<file path="src/rtl/gpio6_pkg.sv">
package gpio6_pkg;

    localparam int unsigned NPINS   = 6;
    localparam int unsigned LO_W    = 4;
    localparam int unsigned HI_W    = NPINS - LO_W;
    localparam int unsigned CODE_W  = 3;
    localparam int unsigned ADDR_W  = 4;
    localparam int unsigned DATA_W  = 8;

    localparam logic [ADDR_W-1:0] A_IN   = 4'h0;
    localparam logic [ADDR_W-1:0] A_OUT  = 4'h1;
    localparam logic [ADDR_W-1:0] A_OE   = 4'h2;
    localparam logic [ADDR_W-1:0] A_PULL = 4'h3;
    localparam logic [ADDR_W-1:0] A_MASK = 4'h4;
    localparam logic [ADDR_W-1:0] A_EDGE = 4'h5;
    localparam logic [ADDR_W-1:0] A_FLAG = 4'h6;
    localparam logic [ADDR_W-1:0] A_FILT = 4'h7;
    localparam logic [ADDR_W-1:0] A_IEN  = 4'h8;

    localparam logic [NPINS-1:0] IEN_RST  = 6'h2f;
    localparam logic [NPINS-1:0] PULL_RST = 6'h2f;

    typedef struct packed {
        logic [NPINS-1:0]  dout;
        logic [NPINS-1:0]  oe;
        logic [NPINS-1:0]  pull;
        logic [NPINS-1:0]  ien;
        logic [NPINS-1:0]  mask;
        logic [NPINS-1:0]  esel;
        logic [NPINS-1:0]  flag;
        logic [NPINS-1:0]  prev;
        logic [CODE_W-1:0] code_lo;
        logic [CODE_W-1:0] code_hi;
    } port_regs_t;

endpackage

</file>
<file path="src/rtl/gpio6_sync.sv">
module gpio6_sync #(
    parameter int unsigned W = 6
) (
    input  logic         clk,
    input  logic         rst_n,
    input  logic [W-1:0] d,
    output logic [W-1:0] q
);

    typedef struct packed {
        logic [W-1:0] s1;
        logic [W-1:0] s2;
    } sync_t;

    sync_t st_d, st_q;

    always_comb begin
        st_d    = st_q;
        st_d.s1 = d;
        st_d.s2 = st_q.s1;
    end

    always_ff @(posedge clk or negedge rst_n) begin
        if (!rst_n) st_q <= '0;
        else        st_q <= st_d;
    end

    assign q = st_q.s2;

endmodule

</file>
<file path="src/rtl/gpio6_dbnc.sv">
module gpio6_dbnc #(
    parameter int unsigned W         = 4,
    parameter int unsigned CODE_W    = 3,
    parameter int unsigned BASE_LOG2 = 8
) (
    input  logic              clk,
    input  logic              rst_n,
    input  logic [CODE_W-1:0] code,
    input  logic [W-1:0]      din,
    output logic [W-1:0]      dout
);

    // widest count: 2^(BASE_LOG2 + 2^CODE_W - 2) - 1
    localparam int unsigned CNT_W = BASE_LOG2 + (1 << CODE_W) - 2;

    typedef struct packed {
        logic [W-1:0]            filt;
        logic [W-1:0][CNT_W-1:0] cnt;
        logic [CODE_W-1:0]       code_prev;
    } dbnc_t;

    dbnc_t            st_d, st_q;
    logic [CNT_W:0]   span;
    logic [CNT_W-1:0] term;
    logic             code_chg;

    always_comb begin
        span = (CNT_W+1)'(1) << (BASE_LOG2 + 32'(code) - 1);
        term = (code == '0) ? '0 : CNT_W'(span - (CNT_W+1)'(1));
    end

    assign code_chg = (code != st_q.code_prev);

    always_comb begin
        st_d           = st_q;
        st_d.code_prev = code;
        for (int i = 0; i < int'(W); i++) begin
            if (din[i] == st_q.filt[i] || code_chg) begin
                st_d.cnt[i] = '0;
            end else if (st_q.cnt[i] == term) begin
                st_d.filt[i] = din[i];
                st_d.cnt[i]  = '0;
            end else begin
                st_d.cnt[i] = st_q.cnt[i] + 1'b1;
            end
        end
    end

    always_ff @(posedge clk or negedge rst_n) begin
        if (!rst_n) st_q <= '0;
        else        st_q <= st_d;
    end

    assign dout = st_q.filt;

    for (genvar g = 0; g < int'(W); g++) begin : g_chk
        // a filtered level only ever moves to the level the input held
        assert_filt_follows_input_R5: assert property (@(posedge clk) disable iff (!rst_n)
            (st_q.filt[g] != $past(st_q.filt[g])) |-> (st_q.filt[g] == $past(din[g])));
        // with a settled code the count never passes the hold limit
        assert_count_bounded_R12: assert property (@(posedge clk) disable iff (!rst_n)
            (code == st_q.code_prev) |-> (st_q.cnt[g] <= term));
    end

endmodule

</file>
<file path="src/rtl/gpio6_port.sv">
module gpio6_port
    import gpio6_pkg::*;
#(
    parameter int unsigned FILT_BASE_LOG2 = 8
) (
    input  logic              clk,
    input  logic              rst_n,
    input  logic              bus_wr,
    input  logic [ADDR_W-1:0] bus_addr,
    input  logic [DATA_W-1:0] bus_wdata,
    output logic [DATA_W-1:0] bus_rdata,
    input  logic [NPINS-1:0]  pin_in,
    output logic [NPINS-1:0]  pad_out,
    output logic [NPINS-1:0]  pad_oe,
    output logic [NPINS-1:0]  pad_pu,
    output logic              irq
);

    localparam port_regs_t RST_REGS = '{
        dout: '0, oe: '0, pull: PULL_RST, ien: IEN_RST, mask: '0,
        esel: '0, flag: '0, prev: '0, code_lo: '0, code_hi: '0
    };

    port_regs_t       st_d, st_q;
    logic [NPINS-1:0] pin_sync;
    logic [NPINS-1:0] filt;
    logic [NPINS-1:0] gated;
    logic [NPINS-1:0] set_vec;
    logic [NPINS-1:0] clr_vec;
    logic             unused_wbits;

    assign unused_wbits = ^{bus_wdata[7], bus_wdata[3]};

    gpio6_sync #(.W(NPINS)) u_sync (
        .clk   (clk),
        .rst_n (rst_n),
        .d     (pin_in),
        .q     (pin_sync)
    );

    gpio6_dbnc #(.W(LO_W), .CODE_W(CODE_W), .BASE_LOG2(FILT_BASE_LOG2)) u_dbnc_lo (
        .clk   (clk),
        .rst_n (rst_n),
        .code  (st_q.code_lo),
        .din   (pin_sync[LO_W-1:0]),
        .dout  (filt[LO_W-1:0])
    );

    gpio6_dbnc #(.W(HI_W), .CODE_W(CODE_W), .BASE_LOG2(FILT_BASE_LOG2)) u_dbnc_hi (
        .clk   (clk),
        .rst_n (rst_n),
        .code  (st_q.code_hi),
        .din   (pin_sync[NPINS-1:LO_W]),
        .dout  (filt[NPINS-1:LO_W])
    );

    always_comb begin
        gated   = filt & st_q.ien;
        set_vec = (gated & ~st_q.prev & ~st_q.esel)
                | (~gated & st_q.prev & st_q.esel);
        clr_vec = (bus_wr && bus_addr == A_FLAG) ? bus_wdata[NPINS-1:0] : '0;
    end

    always_comb begin
        st_d      = st_q;
        st_d.prev = gated;
        st_d.flag = (st_q.flag & ~clr_vec) | set_vec;
        if (bus_wr) begin
            unique case (bus_addr)
                A_OUT:   st_d.dout = bus_wdata[NPINS-1:0];
                A_OE:    st_d.oe   = bus_wdata[NPINS-1:0];
                A_PULL:  st_d.pull = bus_wdata[NPINS-1:0];
                A_MASK:  st_d.mask = bus_wdata[NPINS-1:0];
                A_EDGE:  st_d.esel = bus_wdata[NPINS-1:0];
                A_IEN:   st_d.ien  = bus_wdata[NPINS-1:0];
                A_FILT: begin
                    st_d.code_lo = bus_wdata[2:0];
                    st_d.code_hi = bus_wdata[6:4];
                end
                default: ;
            endcase
        end
    end

    always_ff @(posedge clk or negedge rst_n) begin
        if (!rst_n) st_q <= RST_REGS;
        else        st_q <= st_d;
    end

    always_comb begin
        bus_rdata = '0;
        unique case (bus_addr)
            A_IN:    bus_rdata[NPINS-1:0] = gated;
            A_OUT:   bus_rdata[NPINS-1:0] = st_q.dout;
            A_OE:    bus_rdata[NPINS-1:0] = st_q.oe;
            A_PULL:  bus_rdata[NPINS-1:0] = st_q.pull;
            A_MASK:  bus_rdata[NPINS-1:0] = st_q.mask;
            A_EDGE:  bus_rdata[NPINS-1:0] = st_q.esel;
            A_FLAG:  bus_rdata[NPINS-1:0] = st_q.flag;
            A_IEN:   bus_rdata[NPINS-1:0] = st_q.ien;
            A_FILT:  bus_rdata = {1'b0, st_q.code_hi, 1'b0, st_q.code_lo};
            default: bus_rdata = '0;
        endcase
    end

    assign pad_out = st_q.dout;
    assign pad_oe  = st_q.oe;
    assign pad_pu  = st_q.pull;
    assign irq     = |(st_q.flag & st_q.mask);

    // flags drop only where a write-1 clear was applied
    assert_flag_sticky_R9: assert property (@(posedge clk) disable iff (!rst_n)
        ($past(st_q.flag) & ~$past(clr_vec) & ~st_q.flag) == '0);

    // a detected edge always leaves its flag set, even under a clear
    assert_set_wins_R10: assert property (@(posedge clk) disable iff (!rst_n)
        ($past(set_vec) & ~st_q.flag) == '0);

    // the request only rises after a register write or a new edge
    assert_irq_cause_R11: assert property (@(posedge clk) disable iff (!rst_n)
        $rose(irq) |-> ($past(bus_wr) || ($past(set_vec) != '0)));

    // the output-data pad follows a write one cycle later
    assert_pad_follow_R3: assert property (@(posedge clk) disable iff (!rst_n)
        ($past(bus_wr) && $past(bus_addr) == A_OUT) |-> (pad_out == $past(bus_wdata[NPINS-1:0])));

    // the top read bit is never stored anywhere
    always_comb begin
        if (rst_n) begin
            assert_rsvd_top_bit_R2: assert (bus_rdata[7] == 1'b0);
        end
    end

endmodule

</file>
<file path="config.mk">
export PLATFORM = sky130hd
export DESIGN_NAME = gpio6_port
export DESIGN_NICKNAME = d
export VERILOG_FILES = /design/src/rtl/gpio6_pkg.sv /design/src/rtl/gpio6_sync.sv /design/src/rtl/gpio6_dbnc.sv /design/src/rtl/gpio6_port.sv
export SDC_FILE = /design/constraint.sdc
export NUM_CORES = 1
export LEC_CHECK = 0
export BUFFER_PORTS_ARGS = -buffer_cell sky130_fd_sc_hd__buf_2
export CAP_MARGIN = 15
export CELL_PAD_IN_SITES_DETAIL_PLACEMENT = 1
export CELL_PAD_IN_SITES_GLOBAL_PLACEMENT = 2
export CORE_ASPECT_RATIO = 0.5
export CORE_MARGIN = 3
export CORE_UTILIZATION = 43
export DETAILED_ROUTE_END_ITERATION = 7
export PLACE_DENSITY_LB_ADDON = 0.1
export SYNTH_ARGS = -nofsm -noshare
export SYNTH_HDL_FRONTEND = slang
export SYNTH_SLANG_ARGS = --single-unit
</file>
<file path="constraint.sdc">
create_clock -name clk -period 7.5 [get_ports clk]
set_clock_uncertainty 0.2 [all_clocks]
set_input_delay 1.5 -clock clk [delete_from_list [all_inputs] [get_ports clk]]
set_output_delay 1.5 -clock clk [all_outputs]
set_load 0.05 [all_outputs]
</file>
==> flow_summary.json <==
{
  "clk_pin_slew_ns": 0.06,
  "gr-total-overflow": 0,
  "first_iter_violations": 295,
  "final_common_cell": "dfrtp_1",
  "min_to": "u_sync.q[5]",
  "dr.pass1.iters": 4,
  "place_area_um2": 8932,
  "critPathMaxFanout": 23,
  "clk_latency_ns": 0.44,
  "status": "complete, no violations",
  "hold_depth": 0,
  "gp_congestion": 0.7650,
  "ys.flop_type": "dfrtp_1",
  "initial_core_util": 0.4415,
  "coreArea_um2": 19640,
  "final_antenna_net_count": 0,
  "post_cts_resized": 0,
  "via_per_inst": 5.530,
  "ys_ff_latch": 162,
  "fin_crit_ns": 4.840,
  "syn_area_per_cell_um2": 9.874,
  "synth_warnings": 0,
  "power.leakage_nw": 3.979,
  "synth_edf_count": 0,
  "cts_buffers": 17,
  "pin_count": 48,
  "max_slew_margin": 0.3634,
  "seq_area_um2": 4066,
  "rr_startpoint": "st_q[4]",
  "ys_seq_area_frac": 0.4690,
  "max_stage_delay_ns": 0.39,
  "hold_viol_final": 0,
  "cpLargestDelayFamily": "buffers and inverters",
  "nets": 925,
  "vias": 6498,
  "rsz0062_at_grt": "no",
  "syn_inst": 878,
  "ir_drop_mv": 0.1518,
  "clock_path_buffers": 2,
  "final_cell_mix": "152 x dfrtp_1, 123 x nor2_1, 73 x nand2_1",
  "p_clk_frac": 0.342,
  "grt_pass1_wl_mm": 35.76,
  "intPower_mw": 1.739,
  "synth_cell_types": 69,
  "grt_usage": 0.2062,
  "arrival_ns": 3.14,
  "finalMaxSlewViolations": 0,
  "cts-root-buf": "clkbuf_16",
  "hold_class": "reg -> reg",
  "synthArstFlopShare": 1.000,
  "worst_setup_path_start_kind": "input port",
  "r2r_end": "u_dbnc_lo.st_q[19]",
  "drive_gt1_frac": 0.1672,
  "grt_pass1_vias": 6804,
  "rows": 36,
  "critPathMostFrequentCell": "buf_2",
  "n_fill_cell": 2245,
  "syn_to_final_growth_pct": 9.814,
  "p_sw_frac": 0.3332,
  "cts_tree": "done",
  "cts.htree.levels": 4,
  "synth.cell_area_um2": 8670,
  "required_ns": 5.80,
  "post_cts_buffers": 0,
  "cp_cell_sequence": "buf_2 -> mux2_2 -> a221o_1 -> o21ai_0 -> o221ai_1 -> buf_2",
  "post-route-drc-count": 0,
  "comb_power_share": 0.223,
  "postCtsHoldBufs": 0,
  "path_depth": 6,
  "cp_slowest_cell": "mux2_2",
  "setup_viol": 0,
  "timing.setup.tns_ns": 0,
  "antenna_found_initial": 0,
  "period_share": 0.6453,
  "netSwitchingPower_mw": 0.8689,
  "max-cap-violations": 0,
  "diodes": 0,
  "cp-end-kind": "output port",
  "tightest_slew_ns": 0.9548,
  "io_buffers": 45,
  "routedWlPerCell_um": 18.08,
  "max_freq_mhz": 206.6,
  "crit_type": "in -> out",
  "dieArea_um2": 22010,
  "reg2reg_depth": 6,
  "die_x_um": 206.8,
  "multi_input_area_um2": 4204,
  "reg2reg_slack_ns": 4.32,
  "design_area_um2": 9520,
  "hpwl_mm": 14.57,
  "chipHeight_um": 106.4,
  "finalWirelength_mm": 21.25,
  "clock_sinks": 162,
  "holdCritStartpoint": "u_sync.st_d[5]",
  "critical_path_buf_inv_count": 2,
  "pwr-share-seq": 0.436,
  "powerDensity_nw_per_um2": 273.9,
  "grt_max_degree": 71
}
power by group through the flow:
stage | Sequential [mW] | Clock, mW | Combinational, mW
detailed placement | 1.15 | 0 | 0.585
finish | 1.14 | 0.891 | 0.580
global route | 1.16 | 0.954 | 0.644
global placement | 1.14 | 0 | 0.568
floorplan | 1.09 | 0 | 0.522
CTS | 1.14 | 0.915 | 0.589
cell families after synthesis:
kind of cell,after synthesis,share of synthesized area
and+or+nand+nor,391,0.2243
DFF,162,0.4690
AOI/OAI and AO/OA,95,0.07894
xor gates and xnor gates,90,0.09092
buffers and inverters,71,0.04734
muxes,58,0.07591
adders and majority gates,9,0.01270
other,2,0.0008662
synthesized netlist by cell type (all sizes together), types with 9 or more instances:
master / number / area share
clkbuf: 13 / 0.0056
buf: 40 / 0.034
mux2: 52 / 0.068
and2: 11 / 0.0079
dfstp: 10 / 0.030
nor2: 123 / 0.053
nand2: 73 / 0.032
a21oi: 10 / 0.0058
inv: 18 / 0.0078
xnor2: 42 / 0.042
xor2: 48 / 0.048
nand4: 24 / 0.017
and3: 22 / 0.016
nor3: 17 / 0.010
o21ai: 22 / 0.013
or3: 14 / 0.011
nand2b: 9 / 0.0065
dfrtp: 152 / 0.44
nand3: 56 / 0.032
a22oi: 9 / 0.0078
metal layers:
metal	GRT usage	part of all wire
met4	0.05190	0.0083
met5	0	0
met1	0.2692	0.48
met3	0.04405	0.020
met2	0.3508	0.50
state kept, by name (all words and copies together), names as in the netlist:
| name | count |
|---|---|
| pad_out | 6 |
| pad_oe | 6 |
| pad_pu | 6 |
| u_sync.st_d | 6 |
| st_q | 36 |
| u_dbnc_lo.st_q | 59 |
| u_dbnc_hi.st_q | 31 |
| u_dbnc_lo.dout | 4 |
| u_sync.q | 6 |
| u_dbnc_hi.dout | 2 |
cell type report:
type,count,area share
Clock buffer,21,0.04731
Multi-Input combinational cell,648,0.4416
Inverter,18,0.007097
Tap cell,266,0.03496
Timing Repair Buffer,49,0.02747
Sequential cell,162,0.4271
Clock inverter,11,0.01446
worst max-delay path by stage:
stage / start / to / slack [ns]
final: bus_addr[1] / bus_rdata[5] / 2.66
after global routing: bus_addr[2] / bus_rdata[2] / 2.56
after CTS: bus_addr[1] / bus_rdata[5] / 2.66
after detailed placement: bus_addr[1] / bus_rdata[5] / 2.66
after global placement: bus_addr[1] / bus_rdata[5] / 2.65
after floorplan: bus_addr[1] / bus_rdata[3] / 2.34
through the flow:
step,instances,setup slack [ns],power [mW],util,hold WS (ns)
after global placement,1143,2.654,1.713,0.4548,0.1332
final,1175,2.660,2.608,0.4848,0.1517
after detailed placement,1143,2.664,1.737,0.4548,0.1417
after floorplan,881,2.345,1.609,-,0.1312
after global routing,1175,2.563,2.756,0.4848,0.1548
after CTS,1175,2.657,2.641,0.4848,0.1493
Note: power is estimated with default switching activity, not from simulation.
